[src/rtl/fwd_bypass_unit.sv]
module fwd_bypass_unit #(
  parameter int DATA_W = 32,
  parameter int REG_AW = 5
) (
  input  logic [REG_AW-1:0] ex_rs_idx,
  input  logic [REG_AW-1:0] ex_rt_idx,
  input  logic [DATA_W-1:0] ex_rs_val,
  input  logic [DATA_W-1:0] ex_rt_val,
  input  logic [REG_AW-1:0] mem_dst_idx,
  input  logic              mem_wr_en,
  input  logic [DATA_W-1:0] mem_result,
  input  logic [REG_AW-1:0] wb_dst_idx,
  input  logic              wb_wr_en,
  input  logic [DATA_W-1:0] wb_value,
  input  logic [REG_AW-1:0] id_rd_idx_a,
  input  logic [REG_AW-1:0] id_rd_idx_b,
  input  logic [DATA_W-1:0] rf_rdata_a,
  input  logic [DATA_W-1:0] rf_rdata_b,
  output logic [1:0]        sel_a,
  output logic [1:0]        sel_b,
  output logic [DATA_W-1:0] opnd_a,
  output logic [DATA_W-1:0] opnd_b,
  output logic [DATA_W-1:0] store_data,
  output logic [DATA_W-1:0] id_val_a,
  output logic [DATA_W-1:0] id_val_b
);

  localparam logic [1:0]        SRC_FILE = 2'b00;
  localparam logic [1:0]        SRC_MEM  = 2'b10;
  localparam logic [1:0]        SRC_WB   = 2'b01;
  localparam logic [REG_AW-1:0] ZERO_REG = '0;

  logic mem_live, wb_live;
  assign mem_live = mem_wr_en && (mem_dst_idx != ZERO_REG);
  assign wb_live  = wb_wr_en  && (wb_dst_idx  != ZERO_REG);

  function automatic logic [1:0] pick_src(input logic [REG_AW-1:0] src);
    if (mem_live && (mem_dst_idx == src))     return SRC_MEM;
    else if (wb_live && (wb_dst_idx == src))  return SRC_WB;
    else                                      return SRC_FILE;
  endfunction

  function automatic logic [DATA_W-1:0] route(input logic [1:0] sel,
                                              input logic [DATA_W-1:0] file_val);
    case (sel)
      SRC_MEM: return mem_result;
      SRC_WB:  return wb_value;
      default: return file_val;
    endcase
  endfunction

  assign sel_a = pick_src(ex_rs_idx);
  assign sel_b = pick_src(ex_rt_idx);

  assign opnd_a     = route(sel_a, ex_rs_val);
  assign opnd_b     = route(sel_b, ex_rt_val);
  assign store_data = opnd_b;

  assign id_val_a = (wb_live && (wb_dst_idx == id_rd_idx_a)) ? wb_value : rf_rdata_a;
  assign id_val_b = (wb_live && (wb_dst_idx == id_rd_idx_b)) ? wb_value : rf_rdata_b;

endmodule


[config.mk]
export PLATFORM = sky130hd
export DESIGN_NAME = fwd_bypass_unit
export DESIGN_NICKNAME = d
export VERILOG_FILES = /design/src/rtl/fwd_bypass_unit.sv
export SDC_FILE = /design/constraint.sdc
export NUM_CORES = 1
export LEC_CHECK = 0
export BUFFER_PORTS_ARGS = -buffer_cell sky130_fd_sc_hd__buf_4
export CORE_AREA = 2 2 149 151
export DETAILED_ROUTE_END_ITERATION = 10
export DIE_AREA = 0 0 151 153
export PLACE_DENSITY = 0.56
export SLEW_MARGIN = 20
export SYNTH_ARGS = -nofsm -noshare
export SYNTH_HDL_FRONTEND = slang
export SYNTH_SLANG_ARGS = --single-unit
[constraint.sdc]
create_clock -name vclk -period 3.83
set_clock_uncertainty 0.2 [all_clocks]
set_input_delay 0.383 -clock vclk [all_inputs]
set_output_delay 0.383 -clock vclk [all_outputs]
set_load 0.01 [all_outputs]
==> results of run 1 <==
## worst paths after layout
kind | startpoint | end | slack [ns] | cells past startpoint
worst max-delay path | wb_dst_idx[1] | opnd_b[2] | 0.71 | 6
worst min-delay path | rf_rdata_b[14] | id_val_b[14] | 0.87 | 3
## cells in the final DEF (no fill, tap or decap), types with 2 or more instances in the layout
master,n
buf_4,407
nand4_1,66
o31ai_1,64
nor3_1,64
a31oi_1,64
mux2_4,60
xnor2_1,16
xor2_1,14
or2_2,4
mux2_2,4
o211ai_4,2
inv_1,2
or3_2,2
nor3_2,2
nor2_4,2
nor4_1,2
nand3_1,2
nor4_4,2
buf_12,2
## synth_stat cells, drive strengths merged
master	n
o21ai	1
nor2	2
xnor2	16
inv	2
mux2	64
o21a	1
or3	2
or2	4
o31ai	64
clkbuf	41
o211ai	2
xor2	14
buf	64
nand4	66
nand3	2
a31oi	64
nor4	4
or4	2
nor3	66
## kinds of logic after synthesis
group,Yosys count,synth area share
buffers and inverters,107,0.1709
muxes,64,0.2605
xor gates and xnor gates,30,0.07236
and+or+nand+nor,148,0.2402
AOI/OAI and AO/OA,132,0.2560
## power breakdown
| part | internal (mW) | leakage [nW] | switching (mW) | total [mW] |
|---|---|---|---|---|
| Combinational | 0.424 | 2.80 | 0.458 | 0.881 |
| Sequential | 0 | 0 | 0 | 0 |
| Clock | 0.0000000351 | 0.00000634 | 0 | 0.0000000351 |
## final cells by class
class	instances	area (um2)
fillers	2342	14970
repair buffers	409	3095
multi-input cells	374	3057
well taps	280	350.3
inverters	2	7.507
diodes	1	2.502
## per-layer routing
| metal | share of wire | track usage | vias up |
|---|---|---|---|
| li1 | - | - | 2504 |
| met1 | 0.39 | 0.2351 | 2683 |
| met2 | 0.50 | 0.3260 | 381 |
| met3 | 0.093 | 0.03612 | 33 |
| met4 | 0.019 | 0.03471 | 0 |
| met5 | 0 | 0 | - |
## metrics by stage
stage	area (um2)	power (mW)	setup slack [ns]	hold WS [ns]	std cells
2_1_floorplan	3631	0.4029	1.065	0.7006	481
3_3_place_gp	6510	0.8698	0.7751	0.8676	1065
3_5_place_dp	6510	0.8727	0.7712	0.8697	1065
4_1_cts	6510	0.8748	0.7703	0.8698	1065
5_1_grt	6513	0.9271	0.6428	0.8756	1066
6_report	6513	0.8814	0.7090	0.8682	1066
## worst max-delay path, delay by kind of cell
family | cells | cell delay, ns
xor+xnor | 1 | 0.17
compound gates | 2 | 0.76
simple gates | 1 | 0.89
buf+inv | 2 | 0.32
==> reports/metrics.cfg, run 1 <==
[run_status]
status=finished, final reports clean

[final_layout]
nFlopsAndLatches=0
clkbuf_count=0
drive_gt1_frac=0.6242
seqCellArea_um2=0
final_nets=1011
final_core_util=0.3031
area_delta_synth_final_pct=79.36

[power_and_ir_drop]
p_per_area_nw_per_um2=135.3
max-vdd-ir-drop_mv=0.1100
leakage_nw=2.800

[die]
initial_core_util=0.1690
core_area_um2=21490
die_x_um=151
die_area_um2=23100
row_count=54
die_h_um=153
io_pins=388

[worst_setup_path]
cp.arrival_ns=2.54
path_cells=buf_4 -> xor2_1 -> or3_2 -> o31ai_1 -> a31oi_1 -> buf_4
crit_path_max_incr_delay_ns=0.89
endpoint_kind=output pin
start_kind=input pin
worst_path_max_delay_cell=or3_2
crit_fanout=33
critPathKind=input pin to output pin
worstPathRequired_ns=3.25
crit_top_cell=buf_4

[sta]
setup-tns-final_ns=0
rsz0062_at_grt=false
fmax_mhz=320.4
relSlewSlack=0.3716
maxSlewViolCount=0
final_hold_viol_count=0
tightestPinTransition_ns=0.9404
fin_crit_sh=0.8149
min_period_ns=3.121
finalSetupViolCount=0

[routing]
wirelength_um=23620
drt-wirelength-per-cell_um=22.16
ant_nets=0
avgViaCountPerCell=5.254
num_vias=5601
drt_iter0_drc=445
drc=0
first_pass_iters=4

[flow_run]
drv_cap=0

[grt]
grtUsageTotal=0.1855
antenna_found_initial=1
grt_pass1_wl_um=33430
grt_start_max_net_pins=65
grt_pass1_vias=5555
grt_overflow=0

[yosys]
synth.cell_area_um2=3631
netlist-cell-type-count=25
synth_top_cell_by_area=mux2_4
syn_nets=705
synth_cells=481
synth_area_leaders=mux2_4, o31ai_1, nand4_1
synth_top_area_frac=0.2481
avgSynthCellArea_um2=7.549
yosysWarnings=0
yosysSeqAreaShare=0

[clock_tree]
cts_resized=0
postCtsSetupBuffers=0
cts_hold_buf=0

[placed_design]
dp_hpwl_um=18270
globalplace.congestion=0.8435
numPortBuffers=388

[min_path]
hold_class=input pin to output pin

Note: power is estimated with default switching activity, not from simulation.
==> inputs of run 2 (changes only) <==
Clock period 3.83 ns to 3.2 ns, I/O delays scaled along.
==> reports/metrics.cfg, run 2 (synthesis results as in run 1) <==
[worst_setup_path]
start_kind=input pin  ; unchanged
crit_family=simple AND/OR/NAND/NOR gates  ; unchanged
crit_top_cell=buf_4  ; unchanged
worstPathRequired_ns=2.68  ; was 3.25 ns
crit_buf_inv=3  ; was 2
crit_fanout=18  ; was 33
path_depth=7  ; was 6
path_cells=buf_4 -> xor2_1 -> or3_2 -> buf_4 -> o31ai_1 -> a31oi_1 -> buf_4  ; was buf_4 -> xor2_1 -> or3_2 -> o31ai_1 -> a31oi_1 -> buf_4
cp.arrival_ns=2.42  ; was 2.54 ns
critPathKind=input pin to output pin  ; unchanged
worst_path_max_delay_cell=or3_2  ; unchanged
crit_path_max_incr_delay_ns=0.69  ; was 0.89 ns
endpoint_kind=output pin  ; unchanged

[sta]
min_period_ns=2.937
maxSlewViolCount=0  ; unchanged
rsz0062_at_grt=false  ; unchanged
fin_crit_sh=0.9180
tightestPinTransition_ns=0.8100  ; was 0.9404 ns
relSlewSlack=0.4600  ; was 0.3716
setup-tns-final_ns=0  ; unchanged
final_hold_viol_count=0  ; unchanged
finalSetupViolCount=0  ; unchanged
fmax_mhz=340.4

[routing]
first_pass_iters=5  ; was 4
drc=0  ; unchanged
drt_iter0_drc=541  ; was 445
num_vias=5591  ; was 5,601
ant_nets=0  ; unchanged
wirelength_um=23820  ; was 23,620 um
avgViaCountPerCell=5.211  ; was 5.254
drt-wirelength-per-cell_um=22.20  ; was 22.16 um

[die]
die_area_um2=23100  ; unchanged
io_pins=388  ; unchanged
core_area_um2=21490  ; unchanged
die_h_um=153  ; unchanged
die_x_um=151  ; unchanged
row_count=54  ; unchanged
initial_core_util=0.1690  ; unchanged

[final_layout]
final_common_cell=buf_4  ; unchanged
design_area_um2=6620  ; was 6513 um2
seqCellArea_um2=0  ; unchanged
fin_cells=1073  ; was 1,066
area_delta_synth_final_pct=82.32  ; was 79.36%
final_cell_mix=buf_4, nand4_1, o31ai_1, nor3_1, a31oi_1  ; unchanged
drive_gt1_frac=0.6280  ; was 0.6242
final_core_util=0.3081  ; was 0.3031
clkbuf_count=0  ; unchanged
final_nets=1019  ; was 1,011
diodes=0  ; was 1
nFlopsAndLatches=0  ; unchanged

[clock_tree]
cts_resized=0  ; unchanged
postCtsSetupBuffers=0  ; unchanged
cts_hold_buf=0  ; unchanged

[placed_design]
place_inst=1073  ; was 1,065
numPortBuffers=388  ; unchanged
globalplace.congestion=0.8001  ; was 0.8435
dp_hpwl_um=18570  ; was 18,270 um
dpl_cell_area_um2=6620  ; was 6510 um2

[grt]
grt_pass1_vias=5788  ; was 5,555
grt_pass1_wl_um=34020  ; was 33,430 um
grt_start_max_net_pins=37  ; was 65
grt_overflow=0  ; unchanged
antenna_found_initial=0  ; was 1
grtUsageTotal=0.1885  ; was 0.1855

[min_path]
hold_class=input pin to output pin  ; unchanged
min_path_cells=3  ; unchanged

[flow_run]
drv_cap=0  ; unchanged

[run_status]
status=finished, final reports clean  ; unchanged

[power_and_ir_drop]
p_per_area_nw_per_um2=163.1  ; was 135.3 nW/um2
leakage_nw=2.850  ; was 2.800 nW
finalPower_mw=1.079  ; was 0.8814 mW
max-vdd-ir-drop_mv=0.1221  ; was 0.1100 mV

run 2: where the power goes:
part	leakage (nW)	internal, mW	switching [mW]
clock	0	0	0
combinational	2.85	0.529	0.550
sequential	0	0	0
total	2.85	0.529	0.550
run 2: final cells by class:
class	instances	area [um2]
fillers	2325	14870
inverters	2	7.507
multi-input cells	374	3057
well taps	280	350.3
repair buffers	417	3206
run 2: worst paths after layout:
path / slack, ns / to / startpoint
min: 0.74 / id_val_b[14] / rf_rdata_b[14]
max: 0.26 / opnd_b[0] / wb_dst_idx[1]
run 2: per-layer routing:
layer  GRT usage  vias up  part of all wire
met3     0.03731       36             0.097
li1            -     2519                 -
met2      0.3290      394              0.49
met1      0.2388     2642              0.39
met5           0        -                 0
met4     0.03916        0             0.019
run 2: stage by stage:
stage,worst slack (ns),hold slack (ns)
after floorplan,0.5606,0.5746
after global placement,0.3239,0.7422
after detailed placement,0.3266,0.7435
after CTS,0.3091,0.7438
after global routing,0.2500,0.7506
final,0.2625,0.7422
